$ cat config.mk
export PLATFORM = sky130hd
export DESIGN_NAME = ring_index_seq
export DESIGN_NICKNAME = d
export VERILOG_FILES = /design/src/rtl/ring_seq_pkg.sv /design/src/rtl/ring_len_decode.sv /design/src/rtl/ring_addr_gen.sv /design/src/rtl/ring_index_ctr.sv /design/src/rtl/ring_index_seq.sv
export SDC_FILE = /design/constraint.sdc
export NUM_CORES = 1
export LEC_CHECK = 0
export BUFFER_PORTS_ARGS = -buffer_cell sky130_fd_sc_hd__buf_2
export CAP_MARGIN = 15
export CORE_MARGIN = 2
export CORE_UTILIZATION = 58
export DETAILED_ROUTE_END_ITERATION = 6
export GPL_TIMING_DRIVEN = 0
export HOLD_SLACK_MARGIN = 0.06
export PLACE_DENSITY_LB_ADDON = 0.25
export SYNTH_ARGS = -nofsm -noshare
export SYNTH_HDL_FRONTEND = slang
export SYNTH_SLANG_ARGS = --single-unit
$ cat constraint.sdc
create_clock -name clk -period 7.95 [get_ports clk]
set_input_delay 1.59 -clock clk [delete_from_list [all_inputs] [get_ports clk]]
set_output_delay 1.59 -clock clk [all_outputs]
set_load 0.05 [all_outputs]
$ cat src/rtl/ring_seq_pkg.sv
package ring_seq_pkg;
    // width of the encoded ring-size field at the block edge
    localparam int CODE_W       = 4;
    // largest decoded size is 2**MAX_LOG2 entries
    localparam int MAX_LOG2     = 9;
    // descriptor spacing as a power of two, per structure size
    localparam int STRIDE16_LOG2 = 3;
    localparam int STRIDE32_LOG2 = 4;
endpackage

$ cat src/rtl/ring_len_decode.sv
module ring_len_decode
    import ring_seq_pkg::*;
#(
    parameter int LEN_W = 10
) (
    input  logic              mode32_i,
    input  logic [CODE_W-1:0] code_i,
    output logic [LEN_W-1:0]  len_o
);
    localparam int SHIFT_W = $clog2(LEN_W);

    logic [SHIFT_W-1:0] shamt;

    always_comb begin
        if (mode32_i) begin
            if (code_i > CODE_W'(MAX_LOG2)) shamt = SHIFT_W'(MAX_LOG2);
            else                            shamt = SHIFT_W'(code_i);
        end else begin
            shamt = SHIFT_W'(code_i[2:0]);
        end
        len_o = LEN_W'(1) << shamt;
    end
endmodule

$ cat src/rtl/ring_addr_gen.sv
module ring_addr_gen
    import ring_seq_pkg::*;
#(
    parameter int ADDR_W = 32,
    parameter int LEN_W  = 10
) (
    input  logic [ADDR_W-1:0] base_i,
    input  logic              mode32_i,
    input  logic [LEN_W-1:0]  idx_i,
    output logic [ADDR_W-1:0] addr_o
);
    localparam logic [ADDR_W-1:0] MASK16 = ADDR_W'((1 << STRIDE16_LOG2) - 1);
    localparam logic [ADDR_W-1:0] MASK32 = ADDR_W'((1 << STRIDE32_LOG2) - 1);

    logic [ADDR_W-1:0] base_al;
    logic [ADDR_W-1:0] offset;

    always_comb begin
        if (mode32_i) begin
            base_al = base_i & ~MASK32;
            offset  = ADDR_W'(idx_i) << STRIDE32_LOG2;
        end else begin
            base_al = base_i & ~MASK16;
            offset  = ADDR_W'(idx_i) << STRIDE16_LOG2;
        end
        addr_o = base_al + offset;
    end
endmodule

$ cat src/rtl/ring_index_ctr.sv
module ring_index_ctr #(
    parameter int LEN_W = 10
) (
    input  logic             clk,
    input  logic             rst_n,
    input  logic             clear_i,
    input  logic             adv_i,
    input  logic [LEN_W-1:0] len_i,
    output logic [LEN_W-1:0] idx_o
);
    logic [LEN_W-1:0] idx_d, idx_q;
    logic [LEN_W-1:0] eff_len;

    always_comb begin
        eff_len = (len_i == '0) ? LEN_W'(1) : len_i;
        idx_d   = idx_q;
        if (clear_i) begin
            idx_d = '0;
        end else if (adv_i) begin
            if (idx_q >= eff_len - LEN_W'(1)) idx_d = '0;
            else                              idx_d = idx_q + LEN_W'(1);
        end else if (idx_q >= eff_len) begin
            idx_d = '0;
        end
    end

    always_ff @(posedge clk or negedge rst_n) begin
        if (!rst_n) idx_q <= '0;
        else        idx_q <= idx_d;
    end

    assign idx_o = idx_q;
endmodule

$ cat src/rtl/ring_index_seq.sv
module ring_index_seq
    import ring_seq_pkg::*;
#(
    parameter int ADDR_W = 32,
    parameter int LEN_W  = 10
) (
    input  logic              clk,
    input  logic              rst_n,
    input  logic              load_i,
    input  logic              mode32_i,
    input  logic [3:0]        len_code_i,
    input  logic [ADDR_W-1:0] base_i,
    input  logic              adv_i,
    input  logic              len_wr_i,
    input  logic [LEN_W-1:0]  len_wr_val_i,
    output logic [LEN_W-1:0]  idx_o,
    output logic [LEN_W-1:0]  len_o,
    output logic [ADDR_W-1:0] desc_addr_o
);
    typedef struct packed {
        logic [ADDR_W-1:0] base;
        logic              mode32;
        logic [LEN_W-1:0]  len;
    } ring_state_t;

    ring_state_t      st_d, st_q;
    logic [LEN_W-1:0] dec_len;
    logic             mode32_q;

    ring_len_decode #(.LEN_W(LEN_W)) u_dec (
        .mode32_i (mode32_i),
        .code_i   (len_code_i),
        .len_o    (dec_len)
    );

    always_comb begin
        st_d = st_q;
        if (load_i) begin
            st_d.base   = base_i;
            st_d.mode32 = mode32_i;
            st_d.len    = dec_len;
        end else if (len_wr_i) begin
            st_d.len    = len_wr_val_i;
        end
    end

    always_ff @(posedge clk or negedge rst_n) begin
        if (!rst_n) begin
            st_q.base   <= '0;
            st_q.mode32 <= 1'b0;
            st_q.len    <= LEN_W'(1);
        end else begin
            st_q <= st_d;
        end
    end

    ring_index_ctr #(.LEN_W(LEN_W)) u_ctr (
        .clk     (clk),
        .rst_n   (rst_n),
        .clear_i (load_i),
        .adv_i   (adv_i),
        .len_i   (st_d.len),
        .idx_o   (idx_o)
    );

    ring_addr_gen #(.ADDR_W(ADDR_W), .LEN_W(LEN_W)) u_addr (
        .base_i   (st_q.base),
        .mode32_i (st_q.mode32),
        .idx_i    (idx_o),
        .addr_o   (desc_addr_o)
    );

    assign len_o    = st_q.len;
    assign mode32_q = st_q.mode32;
endmodule

Word level (Yosys, flattened, before mapping). Cells that the tools add are included. Widths: inputs -> output; s select.

Muxes and demuxes: 11. Magnitude comparators: 3. Shift-type cells: 1. Add/sub/neg operators: 3. Reductions and logical operators: 2.

Operators with widths (number): $mux 10 (7); $add 32x14->32 (1); $ge 10x10->1 (2); $mux 14 (1); $mux 4 (3); $add 10x1->10 const B (1); $logic_not 10->1 (1); $shl 1x4->10 const A (1); $sub 10x1->10 const B (1); $gt 4x4->1 const B (1); $reduce_bool 3->1 (1).

Register bits after elaboration: 53. Input bits: 52. Output and inout port bits: 52. Word-level logic and storage cells: 24.

Depth between registers and ports, before layout.
Depth in word-level cells: 12. Gate-level depth with buffers: 18. Mapped depth without buffers: 16.

Modules after synthesis. A second synthesis with hierarchy kept.

Cells, all modules: 406. Area total of the unflattened synthesis: 4210.3 um^2.

Modules (own cells, without submodules): ring_index_seq (area each 1911.8 um^2, times used 1, cells an instance 123, seq. area each 1077.3 um^2); ring_index_ctr (area each 1142.3 um^2, times used 1, cells an instance 129, seq. area each 250.2 um^2); ring_addr_gen (area each 1053.5 um^2, times used 1, cells an instance 140, seq. area each 0.0 um^2); ring_len_decode (area each 102.6 um^2, times used 1, cells an instance 14, seq. area each 0.0 um^2).

Worst setup path before layout. Ideal clock, no wire load.

Path kind: reg2out. From: register u_ctr.idx_q[0], in the netlist u_ctr.idx_o[0]. To: output port desc_addr_o[31]. Arrival time: 3.235 ns. Stages on the path, launching flop included: 12. Setup slack: 3.125 ns. Required time: 6.360 ns. Path buffers: 0. Cells stage by stage: dfrtp_1 inv_1 nor2_1 ha_1 inv_1 fa_1 nor2b_1 o31a_1 o31ai_1 a21oi_2 nand4_1 xnor2_1.

Word-level cells in the longest chain between the ends: 2.

RTL lines: from (decl) (line ring_index_ctr.sv:11) `logic [LEN_W-1:0] idx_d, idx_q;`; from (signal assigned) (line ring_index_ctr.sv:29) `else idx_q <= idx_d;`; $mux 14 (line ring_addr_gen.sv:19) `if (mode32_i) begin`; $add 32x14->32 (line ring_addr_gen.sv:26) `addr_o = base_al + offset;`; to (decl) (line ring_index_seq.sv:18) `output logic [ADDR_W-1:0] desc_addr_o`.

Every way passes these cells.

Worst setup path in the final report.
From: register st_q (netlist bit mode32_q). To: output port desc_addr_o[31].

Word-level cells in the longest chain between the ends: 2. Elaborated cells on any way between the ends: 3. Classes of those cells: add/sub: 1; mux: 2.

RTL lines: from (decl) (line ring_index_seq.sv:26) `ring_state_t st_d, st_q;`; from (signal assigned) (line ring_index_seq.sv:53) `st_q <= st_d;`; $mux 4 or $mux 14 (tied branches) (line ring_addr_gen.sv:19); $add 32x14->32 (*) (line ring_addr_gen.sv:26).

Mark *: on every way between the ends. The rest lies on a longest branch, timed or not.

==> results.txt <==
- The run finished with clean final reports.
- Of all cell types, the one taking the most synthesized area is dfrtp_1.
- DR pass1 iterations: 4
- Most used cell, CP: clkbuf_1
* Cell breakdown of the critical path: clkbuf_1, clkbuf_1, nor2_1, ha_1, inv_1, fa_1, nor2b_1, o31a_1, o31ai_1, a21oi_2, nand4_1, xnor2_1, buf_2
- The worst path needs between 5 and 6 ns of the cycle, external delays included.
* Hold endpoint: st_q[21]$_DFFE_PN0P_
* Proportion of layout cells with a drive suffix above 1: 0.348
- Weighted congestion at the end of routability-driven global placement: between 0.8 and 0.9
- TritonCTS built the clock tree.
* Proportion of register bits with asynchronous set or reset after synthesis: 1.00
* Post-Synth XOR/XNOR Area: 0.0710
* Power density of the placed cells: between 150 and 200 nW/µm²
- Relative slew slack: 0.593
* Largest incremental delay on the critical path: 0.45 ns
- In the global route stage, met3 resource usage came out at 0.0448.
- In this run, the number of DRC markers left after iteration 0 of detailed routing was 124.
* Maximum fanout along the worst path: 10
- In the post-synthesis netlist, the biggest area contributors are dfrtp_1 31%, ha_1 10%, mux2_2 9.4%.
* Drt via density: about 5.7
- For this configuration, the core starts out at a cell density of 0.591.
- The number of clock buffers added by TritonCTS is 5.
* Post-synthesis instance area: ~3900 µm²
* Kind of cell adding the most delay to the critical path: buffers and inverters
- Max Cap Viol: 0
- Reg area: between 1000 and 1500 µm²
- The most used flip-flop cell after synthesis is dfrtp_1.
- STA classifies the critical path startpoint as a register.
- Die Span X: 86.5 µm
* Final Total Pwr: 0.000735 W
- Detailed-route via count: 3,400
* Register clock-pin slew on the reported worst setup and hold paths: around 0.11 ns
- The net count of the finished layout is 597.
- Leftover overflow at the end of global routing: 0
* Number of synthesized register bits: 50
- The startpoint identified for the worst hold timing path is st_q[21]$_DFFE_PN0P_.
- The average instance in the mapped netlist occupies roughly 9.7 µm².
- On the critical path, the stage with the largest delay is an instance of a21oi_2.
* Full die area: between 7000 and 8000 µm²
- Setup repair after global routing left no endpoint under its margin.
- Final critical-path share of the clock period: 0.647
- For the worst setup path, the data required time is approximately 6.4 ns.
- Across the routed clock network, the largest skew measured is ~0.0076 ns.
* Total of cells resized after clock tree synthesis: 0
* Vias in the first global route: 3,218
- After synthesis, the largest family of logic cells by area is compound AO/OA/AOI/OAI gates.
- Reg2reg end: u_ctr.idx_o[4]$_DFFE_PN0P_
- DP Wirelength: approximately 7100 µm
* Top-area cell type share of the netlist area: 0.311
- The critical path is of the register to output port type.
* Level count of the clock H-tree: 2
- Arrival time reported for the critical path endpoint: ~3.6 ns
- Sort of element at the end of the critical path: output port
* Number of cells traversed by the worst register-to-register path: 17
- In this run the remaining antenna-violating nets after routing total 0.
* Logic depth of the worst setup path including buffers: 13
* Largest net degree at the start of global routing: slightly above 50
* Total DRC errors in the routed layout: 0
* Quantity of hold-fixing buffers added after cts: 0
* Diodes inserted: 0
* Wirelength, routed: 9140 µm
- Count leader, synth: dfrtp_1
* Antenna violations before repair: 0
- After detailed routing, the average wire length per cell comes to 15.4 µm.
- At the later pin of the worst-skew pair, clock insertion delay measures between 0.3 and 0.4 ns.
* Worst Hold Path Cells: 1
- The layer flagged by global routing as most heavily used is met2.
* Final setup viols: 0
- For the pin with the worst max-slew slack, the measured transition is approximately 0.60 ns.
* Final hold violation count: 0
* GRT met2 Usage: 0.422
- For this run, global-route usage on met1 was measured as 0.332.
* Sink Count: 50
- Wire length of the first global-routing pass: 15,000 µm
* Count of flip-flops with a built-in enable after synthesis: 0
* Post-synthesis simple-gate area fraction: 0.148
- Input and output buffers added on the ports amount to between 90 and 100.
- Across every metal layer, demand over resource in global routing totals 0.250.
* Number of instances in the synthesized netlist: 407
- The Yosys step of the flow raised 0 warnings.
* Deepest clock path buffer count: 2
- Hold crit path type: register to register
- Summed over all failing endpoints, the final setup total negative slack is 0 ns.
- Post-synthesis adder-cell area fraction: 0.110
- Peak clock frequency supported by timing: between 0.15 and 0.2 GHz
- The worst register-to-register path begins at len_o[6]$_DFF_PN0_.
- Across the VDD grid, the largest voltage drop is 0.0930 mV.
- The final number of max-transition violations came to 0.
- For this design the static power due to leakage is roughly 2.3 nW.
- In this run the vertical extent of the chip is slightly below 90 µm.
- The setup check on the worst reg-to-reg path leaves a slack of 4.01 ns.
* Filler Cells Inserted: 560
- Post-CTS timing repair inserted 0 buffers for setup.
* Layout Area Growth over Synthesis: 17.6%
* Compound-gate portion of the synthesized area: 0.161
- Standard cell core area: approximately 6700 µm²
- The number of buffers and inverters on the critical path is 4.
- Counting distinct cell types in the post-synthesis netlist gives 62.
- Top-level I/O count: roughly 100
- Most frequent cells after synthesis: 49 x dfrtp_1, 33 x ha_1, 33 x mux2_2
* Combined area of the multi-input logic cells: 2420 µm²
- Measured against the total synthesized area, the mux share comes to 0.122.
- Proportion of synthesized chip area in sequential cells: 0.317
- The tree is rooted in a clkbuf_8.
* Number of rows in the core area: 30
==> worst max path at each step <==
stage	start	endpoint	slack [ns]
final	mode32_q$_DFFE_PN0P_	desc_addr_o[31]	2.80
after floorplan	u_ctr.idx_o[0]$_DFFE_PN0P_	desc_addr_o[31]	3.13
after global placement	mode32_i	u_ctr.idx_o[2]$_DFFE_PN0P_	2.80
after CTS	mode32_q$_DFFE_PN0P_	desc_addr_o[31]	2.81
after detailed placement	mode32_i	u_ctr.idx_o[2]$_DFFE_PN0P_	2.69
after global routing	mode32_q$_DFFE_PN0P_	desc_addr_o[31]	2.49
==> power breakdown <==
group	switching (W)	internal [W]
logic	0.000179	0.0000986
registers	0.0000201	0.000275
clock network	0.0000975	0.0000650
==> flip-flops by register name, summed over array words and instances, names as in the netlist <==
| register | cells |
|---|---|
| st_q | 29 |
| len_o | 10 |
| u_ctr.idx_o | 10 |
| mode32_q | 1 |
==> final cells by class <==
class                   count  area share
plain buffers              27      0.0404
well taps                  80      0.0216
clock inverters             3     0.00566
multi-input cells         308       0.523
repair buffers             95       0.106
clock buffers               5      0.0148
flip-flops and latches     50       0.270
inverters                  24      0.0194
==> worst reg2reg max path: stages (launching register included) <==
cell       delay, ns
dfrtp_1         0.40
nor2b_1         0.14
a211oi_2        0.28
a22oi_2         0.12
or4_1           0.59
nand2_1         0.14
inv_1           0.07
ha_1            0.23
o2111ai_1       0.16
xnor2_1         0.14
ha_1            0.22
a2111o_1        0.35
a31oi_1         0.15
o21ai_1         0.13
a31oi_4         0.34
buf_6           0.20
a21oi_1         0.07
o21ai_1         0.14
==> per-stage QoR <==
stage               cells  hold slack [ns]  worst slack (ns)   util  cell area [µm²]
finish                592            0.525              2.80  0.695             4640
global route          592            0.556              2.49  0.695             4640
CTS                   591            0.527              2.81  0.692             4620
detailed placement    583            0.503              2.69  0.677             4530
global placement      583            0.487              2.80  0.677             4530
floorplan             409            0.473              3.13      -             3960
==> cell families after synthesis <==
family,count (synthesis)
mux,44
compound gates,85
fa+ha+maj,34
other cells,1
simple gates,110
xor+xnor,32
flops,50
buf+inv,51
==> cells in the final DEF, fill, tap and decap left out, types with 4 or more instances in the layout <==
master and n:
a21oi_1 12, inv_1 24, and2_1 4, xnor2_1 28, nand3_1 22, nor3_1 6
buf_4 13, ha_1 33, dfrtp_1 49, nor2b_1 4, buf_2 103, xor2_1 4
clkbuf_8 5, o21a_1 6, a21o_1 5, nor2_1 14, nand2b_1 6, and3_1 9
mux2i_1 11, nand4_1 5, mux2_2 33, o21ai_0 16, nand2_1 27, o21ai_1 7
==> layer usage <==
metal,vias to the layer above,share of wire
met3,9,0.053
met5,-,0
met4,0,0.013
met1,1616,0.45
li1,1670,-
met2,105,0.48
No activity file was read; power rests on OpenSTA's default activity.
